[src/rtl/pbm_pkg.sv]
package pbm_pkg;
  localparam int CNT_W = 4;

  typedef enum logic [1:0] {
    MUL_X2   = 2'b00,
    MUL_X4   = 2'b01,
    MUL_X8   = 2'b10,
    MUL_SPARE = 2'b11
  } mul_sel_e;

  // counter bit that ends the burst for a given select; spare falls back to x2
  function automatic logic [CNT_W-1:0] stop_mask(input logic [1:0] sel);
    logic [CNT_W-1:0] m;
    case (sel)
      MUL_X4:  m = CNT_W'(4);
      MUL_X8:  m = CNT_W'(8);
      default: m = CNT_W'(2);
    endcase
    return m;
  endfunction
endpackage

[src/rtl/pbm_edge_sync.sv]
module pbm_edge_sync #(
  parameter int SYNC_STAGES = 2
) (
  input  logic clk,
  input  logic rst_n,
  input  logic din,
  output logic rise
);
  localparam int MSB = SYNC_STAGES - 1;

  logic [MSB:0] sync_q;
  logic         prev_q;

  generate
    if (SYNC_STAGES == 1) begin : g_one
      always_ff @(posedge clk) begin
        if (!rst_n) sync_q <= '0;
        else        sync_q <= din;
      end
    end else begin : g_chain
      always_ff @(posedge clk) begin
        if (!rst_n) sync_q <= '0;
        else        sync_q <= {sync_q[MSB-1:0], din};
      end
    end
  endgenerate

  always_ff @(posedge clk) begin
    if (!rst_n) prev_q <= 1'b0;
    else        prev_q <= sync_q[MSB];
  end

  assign rise = sync_q[MSB] & ~prev_q;
endmodule

[src/rtl/pbm_tick_gen.sv]
module pbm_tick_gen #(
  parameter int DIV_W = 8
) (
  input  logic             clk,
  input  logic             rst_n,
  input  logic [DIV_W-1:0] reload,
  output logic             tick
);
  logic [DIV_W-1:0] cnt_q;

  assign tick = (cnt_q == '0);

  always_ff @(posedge clk) begin
    if (!rst_n)    cnt_q <= '0;
    else if (tick) cnt_q <= reload;
    else           cnt_q <= cnt_q - DIV_W'(1);
  end
endmodule

[src/rtl/pbm_burst_ctrl.sv]
module pbm_burst_ctrl
  import pbm_pkg::*;
(
  input  logic       clk,
  input  logic       rst_n,
  input  logic       start,
  input  logic       tick,
  input  logic [1:0] sel,
  output logic       pulse,
  output logic       busy,
  output logic       overrun
);
  logic [CNT_W-1:0] cnt_q, cnt_nxt, mask_q;
  logic             busy_q, pulse_q, ovr_q;

  assign cnt_nxt = cnt_q + CNT_W'(1);

  always_ff @(posedge clk) begin
    if (!rst_n) begin
      cnt_q   <= '0;
      mask_q  <= CNT_W'(2);
      busy_q  <= 1'b0;
      pulse_q <= 1'b0;
      ovr_q   <= 1'b0;
    end else begin
      pulse_q <= 1'b0;
      ovr_q   <= 1'b0;
      if (start) begin
        cnt_q  <= '0;
        mask_q <= stop_mask(sel);
        busy_q <= 1'b1;
        ovr_q  <= busy_q;
      end else if (busy_q && tick) begin
        cnt_q   <= cnt_nxt;
        pulse_q <= 1'b1;
        if ((cnt_nxt & mask_q) != '0) busy_q <= 1'b0;
      end
    end
  end

  assign pulse   = pulse_q;
  assign busy    = busy_q;
  assign overrun = ovr_q;
endmodule

[src/rtl/pulse_burst_mult.sv]
module pulse_burst_mult #(
  parameter int DIV_W       = 8,
  parameter int SYNC_STAGES = 2
) (
  input  logic             clk,
  input  logic             rst_n,
  input  logic             pulse_in,
  input  logic [1:0]       mult_sel,
  input  logic [DIV_W-1:0] div_reload,
  output logic             pulse_out,
  output logic             busy,
  output logic             overrun
);
  logic start_w;
  logic tick_w;

  pbm_edge_sync #(.SYNC_STAGES(SYNC_STAGES)) u_sync (
    .clk  (clk),
    .rst_n(rst_n),
    .din  (pulse_in),
    .rise (start_w)
  );

  pbm_tick_gen #(.DIV_W(DIV_W)) u_tick (
    .clk   (clk),
    .rst_n (rst_n),
    .reload(div_reload),
    .tick  (tick_w)
  );

  pbm_burst_ctrl u_burst (
    .clk    (clk),
    .rst_n  (rst_n),
    .start  (start_w),
    .tick   (tick_w),
    .sel    (mult_sel),
    .pulse  (pulse_out),
    .busy   (busy),
    .overrun(overrun)
  );
endmodule

[config.mk]
export PLATFORM = sky130hd
export DESIGN_NAME = pulse_burst_mult
export DESIGN_NICKNAME = d
export VERILOG_FILES = /design/src/rtl/pbm_pkg.sv /design/src/rtl/pbm_edge_sync.sv /design/src/rtl/pbm_tick_gen.sv /design/src/rtl/pbm_burst_ctrl.sv /design/src/rtl/pulse_burst_mult.sv
export SDC_FILE = /design/constraint.sdc
export NUM_CORES = 1
export LEC_CHECK = 0
export BUFFER_PORTS_ARGS = -buffer_cell sky130_fd_sc_hd__clkbuf_2
export CAP_MARGIN = 10
export CORE_MARGIN = 2
export CORE_UTILIZATION = 49
export CTS_CLUSTER_DIAMETER = 50
export DETAILED_ROUTE_END_ITERATION = 8
export PLACE_DENSITY = 0.77
export SLEW_MARGIN = 20
export SYNTH_ARGS = -nofsm -noshare
export SYNTH_HDL_FRONTEND = slang
export SYNTH_HIERARCHICAL = 1
export SYNTH_SLANG_ARGS = --single-unit
[constraint.sdc]
create_clock -name clk -period 2.3 [get_ports clk]
set_input_delay 0.23 -clock clk [delete_from_list [all_inputs] [get_ports clk]]
set_output_delay 0.23 -clock clk [all_outputs]
set_load 0.01 [all_outputs]
=== Yosys cells after proc, flatten, opt, wreduce, memory -nomap -nowiden ===
Index checks and enable logic that the tools add are counted.

* Add/sub/neg operators: 2
* Equal/unequal tests: 2
* Muxes and demuxes: 6
* Bitwise gates (word level): 4
* Reduce and logical (&&, ||, !) cells: 8

{| class="wikitable"
|+ Operators with widths
! operator !! number
|-
| $logic_not 8->1 || 1
|-
| $mux 8 || 1
|-
| $pmux 4 s2 || 1
|-
| $sub 8x1->8 const B || 1
|-
| $add 4x1->4 const B || 1
|-
| $and 4x4->4 || 1
|-
| $mux 1 || 4
|-
| $reduce_and 2->1 || 2
|-
| $reduce_bool 2->1 || 2
|-
| $reduce_bool 4->1 || 1
|-
| $eq 2x1->1 const B || 1
|-
| $eq 2x2->1 const B || 1
|-
| $not 1->1 || 2
|-
| $reduce_or 2->1 || 1
|-
| $and 1x1->1 || 1
|-
| $logic_and 1x1->1 || 1
|}

* Register bits: 22
* Input bits: 13
* Output and inout port bits: 3
* Word-level logic and storage cells: 30

=== Depth between registers and ports, before layout ===
Gate-level depths: netlist (run 1).

* Depth in word-level cells: 6
* Mapped depth: 9
* Gate-level depth less buffers: 8

=== Modules after synthesis ===
The synthesis (run 1) kept the hierarchy.

{| class="wikitable"
|+ By module, submodules not included
! module !! times used !! cells an instance !! area each (um^2) !! sequential area each (um^2)
|-
| pbm_burst_ctrl || 1 || 44 || 437.9 || 200.2
|-
| pbm_tick_gen || 1 || 47 || 420.4 || 160.2
|-
| pbm_edge_sync || 1 || 7 || 92.6 || 60.1
|}

=== Worst setup path before layout (run 1) ===
Ideal clock, no wire load.

* Path kind: register -> register
* Start point: register u_tick.cnt_q[4]
* End point: register u_burst.cnt_q[3]
* Library setup time: 0.070 ns
* Data arrival time: 2.033 ns
* Setup slack: 0.198 ns
* Cell stages (with the launch flop): 8
* Path buffers: 1
* Path through: dfxtp_1 > or4_4 > or3b_4 > buf_6 > inv_1 > nand2_2 > or3_1 > a21oi_1

* Longest elaborated chain between the ends: 2

{| class="wikitable"
|+ Ends and longest elaborated chain
! item !! RTL line !! source
|-
| start: declaration || pbm_tick_gen.sv:9 || <nowiki>logic [DIV_W-1:0] cnt_q;</nowiki>
|-
| start signal: assignment || pbm_tick_gen.sv:15 || <nowiki>else if (tick) cnt_q <= reload;</nowiki>
|-
| start signal: assignment || pbm_tick_gen.sv:16 || <nowiki>else cnt_q <= cnt_q - DIV_W'(1);</nowiki>
|-
| $logic_not 8->1 || pbm_tick_gen.sv:11 || <nowiki>assign tick = (cnt_q == '0);</nowiki>
|-
| named net tick_w || pulse_burst_mult.sv:15 || <nowiki>logic tick_w;</nowiki>
|-
| $logic_and 1x1->1 || pbm_burst_ctrl.sv:33 || <nowiki>end else if (busy_q && tick) begin</nowiki>
|-
| end signal: assignment || pbm_burst_ctrl.sv:34 || <nowiki>cnt_q <= cnt_nxt;</nowiki>
|-
| end: declaration || pbm_burst_ctrl.sv:13 || <nowiki>logic [CNT_W-1:0] cnt_q, cnt_nxt, mask_q;</nowiki>
|}

The timed path passes the listed nets, and every way through them passes these cells.
A chain may end at the register's enable or synchronous reset.

=== Final worst setup path (run 1) ===
* Start point: register u_tick.cnt_q[0]
* End point: register u_burst.cnt_q[3]

The elaborated chain is that of the path after synthesis.

==> run summary, run 1 <==
Core area - 1780 um^2
Commonest cells post-synth - dfxtp_1, nor2_1, a21oi_1, inv_1
CP most frequent cell - inv_1
Initial core utilization - 53.3%
DR vias/cell - 5.22
# DRC - 0
Worst Setup Start Kind - flip-flop
Kind of critical path - reg2reg
Mapped Area - 951 um^2
Fmax - 0.460 GHz
WP data required - 2.54 ns
Setup violators final - 0
Post-synth top area share - 44.2%
DR iter-0 viols - 48
Io pins - 16
Total power per unit cell area - 982 nW/um^2
Worst r2r path cells - 8
Crit Path Max Fanout - 13
Yosys cell types - 30
Avg Inst Size Synth - 9.70 um^2
Fin. max-slew vios - 0
Die ar. - 2310 um^2
Hold Vio Cnt, Final - 0
Share of cells above drive strength 1 - 23.5%
WHS Path Cells - 2
Gates resized, CTS repair - 0
Die height - 48.1 um
Initial antenna violation count - 0
DRT Pass-1 Iters - 4
Element type at the critical path end - flip-flop
Worst slack, placed - 0.166 ns
Final ANT Viol Nets - 0
Area grow syn2layout - 12.4%
Largest net degree at the start of global routing - 16
Ys flop type - dfxtp_1
Diode count - 0
Clk sinks - 21
FFs w/ async S/R, synth - 0%
Fin cells - 140
Number of synthesized register bits - 21
Total CTS buffers - 3
Leakage - 0.460 nW
CP arrival - 2.41 ns
Post-synth EDFFs - 0
Max transition margin - 81.5%
Tot GR Track Use - 18.2%
DP HPWL - 1300 um
GRT Residual Overflow - 0
Top cell type by total area after synthesis - dfxtp_1
Average wire per standard cell - 12.4 um
MaxCap Viol Count - 0
First-pass GRT wire length - 2790 um
Vias in the first global route - 626
Setup WS post-layout - 0.127 ns
Clk buf depth - 2
Crit path cell chain - inv_1, ha_1, nor2b_1, or3b_4, inv_1, nand2_2, or3_1, a21oi_1
Placed cell count - 136
Peak supply drop - 696 uV
Hold-fix buffers, CTS - 0
Syn Nets - 116
Register area share after synthesis - 44.2%
Worst-path clk slew - 0.12 ns
Final #Nets - 134
Period utilization - 94.5%
# rows - 15
Clk_skew - 0.00827 ns
Slowest CP cell - or3b_4
H-tree Lvls - 1
Max incr delay on CP - 0.49 ns
CTS Root Cell - clkbuf_4
WL final - 1740 um
Port bufs - 15
Gate Count Post-Synth - 98
Count leader, synth - dfxtp_1
Die W - 48.1 um
Top post-synthesis cells by area - dfxtp_1, ha_1, xor2_1
Status - finished clean
Placer Congestion - 0.759
Setup TNS - 0 ns
Final Critical Period - 2.17 ns
Pwr Total - 1.05 mW
Setup bufs post-CTS - 0
Latest clock arrival within the worst-skew pair - 0.30 ns
Worst slew pin tran - 0.278 ns
Min-delay worst type - in2reg
Yosys Warn Count - 6
CTS tree - done
Vias post-DR - 731
RSZ-0062 raised after global routing - no
per-layer routing:
metal	vias up	routed length (um)	part of all wire [%]	track usage, %
li1	374	-	-	-
met1	330	827	48	23.9
met2	25	809	47	27.2
met3	2	86	4.9	4.53
met4	0	14	0.81	9.73
met5	-	0	0	0
path summary, 6_finish.rpt:
kind,from,end,slack (ns)
hold / removal,pulse_in,u_sync/sync_q[0],0.13
setup reg to reg,u_tick/cnt_q[0],u_burst/cnt_q[3],0.13
hold reg to reg,u_sync/sync_q[0],u_sync/sync_q[1],0.44
setup / recovery,u_tick/cnt_q[0],u_burst/cnt_q[3],0.13
where the power goes:
part           leakage, nW  switching (mW)  internal (mW)  total, mW
clock               0.0150           0.107         0.0676      0.174
sequential           0.172          0.0562          0.429      0.485
combinational        0.273           0.205          0.185      0.390
total                0.460           0.368          0.681       1.05
sequential cells by signal, indices dropped and copies added, names as in the netlist:
signal / flops
u_burst/mask_q: 3
u_burst/overrun: 1
u_burst/cnt_q: 4
u_tick/cnt_q: 8
u_burst/busy: 1
u_sync/sync_q: 2
u_sync/prev_q: 1
u_burst/pulse: 1
stage by stage:
step                      hold slack [ns]  utilization (%)  instance area (um^2)
final                               0.134             59.9                  1070
after CTS                           0.128             59.9                  1070
after global placement              0.420             58.5                  1040
after detailed placement            0.415             58.5                  1040
after global routing                0.123             59.9                  1070
after floorplan                     0.292                -                   951
cell usage in the layout, fill, tap and decap left out, drive strengths merged:
master	netlist	layout
xor2	5	5
or3	1	1
a222oi	1	1
mux2	1	1
ha	5	5
a211oi	3	3
nand2	6	6
a311oi	1	1
or3b	1	1
inv	6	6
mux2i	4	4
a21oi	6	6
dfxtp	21	21
nor2	10	10
xnor2	3	3
nand2b	2	2
o221a	2	2
nand3	3	3
nor2b	4	4
and3	1	1
or4	1	1
o21ai	4	4
clkbuf	1	19
nor3	1	1
nand3b	1	1
and2	3	3
final cells by class:
type | instances | area [um^2]
multi-input combinational | 69 | 493
fill | 166 | 714
timing repair buffer | 15 | 75.1
sequential | 21 | 420
tap | 25 | 31.3
inverter | 6 | 22.5
clock buffer | 4 | 26.3
cells by family after synthesis:
family | Yosys count | synth area share, %
AND/OR/NAND/NOR | 34 | 20.5
flip-flops | 21 | 44.2
AO/OA/AOI/OAI | 17 | 12.0
XOR/XNOR | 8 | 7.37
buffers and inverters | 8 | 3.95
multiplexers | 5 | 5.39
adder cells (fa/ha/maj) | 5 | 6.58
critical path: cells and delay by family (launching register included):
kind	cells	cell delay (ns)
buffers and inverters	2	0.23
AOI/OAI and AO/OA	1	0.13
adders and majority gates	1	0.19
DFF	1	0.35
and+or+nand+nor	4	1.19
No activity file was read; power rests on OpenSTA's default activity.
==> inputs of run 2 (changes only) <==
--- a/config.mk
+++ b/config.mk
@@ -11,7 +11,7 @@
 export CORE_UTILIZATION = 49
 export CTS_CLUSTER_DIAMETER = 50
 export DETAILED_ROUTE_END_ITERATION = 8
-export PLACE_DENSITY = 0.77
+export PLACE_DENSITY_LB_ADDON = 0.1
 export SLEW_MARGIN = 20
 export SYNTH_ARGS = -nofsm -noshare
 export SYNTH_HDL_FRONTEND = slang
==> run 2 against run 1 <==
Non-clock buffer count did not move. Critical path type unchanged. Global-route usage about the same. Largest power group unchanged. Worst setup slack got worse by 0.010 ns.
==> run summary, run 2 (synthesized netlist as in run 1, its figures left out) <==
Crit path cell chain - or4_4, or3b_4, inv_1, nand2_2, or3_1, a21oi_1 (was inv_1, ha_1, nor2b_1, or3b_4, inv_1, nand2_2, or3_1, a21oi_1)
Min-delay worst type - in2reg (unchanged)
WP data required - 2.55 ns (was 2.54 ns)
Slowest CP cell - or4_4 (was or3b_4)
MaxCap Viol Count - 0 (unchanged)
Final #Nets - 134 (unchanged)
Setup violators final - 0 (unchanged)
RSZ-0062 raised after global routing - no (unchanged)
DR vias/cell - 5.36 (was 5.22)
Status - finished clean (unchanged)
Area after DPL - 1040 um^2 (unchanged)
Vias in the first global route - 657 (was 626)
Setup TNS - 0 ns (unchanged)
Worst slew pin tran - 0.318 ns (was 0.278 ns)
H-tree Lvls - 1 (unchanged)
CTS Root Cell - clkbuf_4 (unchanged)
Fillers - 174 (was 166)
Initial core utilization - 53.3% (unchanged)
Final Critical Period - 2.18 ns (was 2.17 ns)
Largest Register - u_tick/cnt_q (unchanged)
Peak supply drop - 715 uV (was 696 uV)
Diode count - 0 (unchanged)
Crit Path Max Fanout - 13 (unchanged)
WL final - 1720 um (was 1740 um)
Buffers & Inverters on Critical Path - 1 (was 2)
Max FFs per register - 8 (unchanged)
Die ar. - 2310 um^2 (unchanged)
Element type at the critical path end - flip-flop (unchanged)
Worst-path clk slew - 0.12 ns (about the same)
Latest clock arrival within the worst-skew pair - 0.30 ns (about the same)
Period utilization - 94.9% (was 94.5%)
GRT Residual Overflow - 0 (unchanged)
DP HPWL - 1290 um (was 1300 um)
Hold-fix buffers, CTS - 0 (unchanged)
Hold Slack - 0.144 ns (was 0.134 ns)
# DRC - 0 (unchanged)
Register Area - 420 um^2 (unchanged)
Max incr delay on CP - 0.56 ns (was 0.49 ns)
Final ANT Viol Nets - 0 (unchanged)
Area grow syn2layout - 12.5% (was 12.4%)
Hold Vio Cnt, Final - 0 (unchanged)
Clk buf depth - 2 (unchanged)
Pwr Total - 1.04 mW (was 1.05 mW)
Die height - 48.1 um (unchanged)
Post-Layout Inst Area - 1070 um^2 (about the same)
Worst Setup Start Kind - flip-flop (unchanged)
DR iter-0 viols - 27 (was 48)
Max transition margin - 78.8% (was 81.5%)
FF-to-FF setup slack - 0.12 ns (was 0.13 ns)
Commonest cells after routing, fill and taps aside - dfxtp_1, clkbuf_2, nor2_1 (unchanged)
Delay-heaviest family, CP - simple AND/OR/NAND/NOR gates (unchanged)
Total CTS buffers - 3 (unchanged)
Die W - 48.1 um (unchanged)
Clk sinks - 21 (unchanged)
Initial antenna violation count - 0 (unchanged)
Largest net degree at the start of global routing - 16 (unchanged)
Total power per unit cell area - 974 nW/um^2 (was 982 nW/um^2)
Most common cell after layout, fill and taps aside - dfxtp_1 (unchanged)
Tot GR Track Use - 18.1% (was 18.2%)
Vias post-DR - 751 (was 731)
Average wire per standard cell - 12.3 um (was 12.4 um)
Setup WS post-layout - 0.117 ns (was 0.127 ns)
CP arrival - 2.43 ns (was 2.41 ns)
Placer Congestion - 0.764 (was 0.759)
Io pins - 16 (unchanged)
First-pass GRT wire length - 2840 um (was 2790 um)
Multi-input logic area - 493 um^2 (unchanged)
CTS tree - done (unchanged)
Fin. max-slew vios - 0 (unchanged)
Core area - 1780 um^2 (unchanged)
Share of cells above drive strength 1 - 24.3% (was 23.5%)
Largest registers - u_tick/cnt_q (8), u_burst/cnt_q (4), u_burst/mask_q (3) (unchanged)
Setup bufs post-CTS - 0 (unchanged)
Port bufs - 15 (unchanged)
Clk_skew - 0.00530 ns (was 0.00827 ns)
Worst slack, placed - 0.161 ns (was 0.166 ns)
DRT Pass-1 Iters - 4 (unchanged)
Leakage - 0.463 nW (was 0.460 nW)
Gates resized, CTS repair - 0 (unchanged)
# rows - 15 (unchanged)
Kind of critical path - reg2reg (unchanged)
Fmax - 0.458 GHz (was 0.460 GHz)
[run 2: final cells by class]
cell class                      instances  share of cell area [%]
Tap cell                               25                    2.92
Clock buffer                            3                    2.11
Sequential cell                        21                    39.3
Multi-Input combinational cell         69                    46.1
Inverter                                6                    2.11
Clock inverter                          1                   0.468
Timing Repair Buffer                   15                    7.02
[run 2: final timing paths]
path	startpoint	endpoint	depth (start not counted)
setup / recovery	u_tick/cnt_q[4]	u_burst/cnt_q[3]	6
hold / removal	pulse_in	u_sync/sync_q[0]	2
setup reg to reg	u_tick/cnt_q[4]	u_burst/cnt_q[3]	6
hold reg to reg	u_sync/sync_q[0]	u_sync/sync_q[1]	1
[run 2: report_power, final]
group	switching (mW)	internal, mW
registers	0.0566	0.429
clock network	0.110	0.0648
logic	0.199	0.183
[run 2: routing by layer]
metal	GRT usage, %	vias up	part of all wire, %
met5	0	-	0
met4	6.49	0	1.5
met3	4.53	4	4.7
met2	25.3	23	44
met1	26.8	353	50
li1	-	371	-
[run 2: worst reg2reg max path, delay by kind of cell (launching register included)]
kind	cells	cell delay [ns]
flops	1	0.35
compound gates	1	0.13
simple gates	4	1.48
buf+inv	1	0.17
[run 2: per-stage QoR]
stage                     cells  util [%]
final                       140      60.0
after global placement      136      58.5
after floorplan              98         -
after global routing        140      60.0
after CTS                   140      60.0
after detailed placement    136      58.5
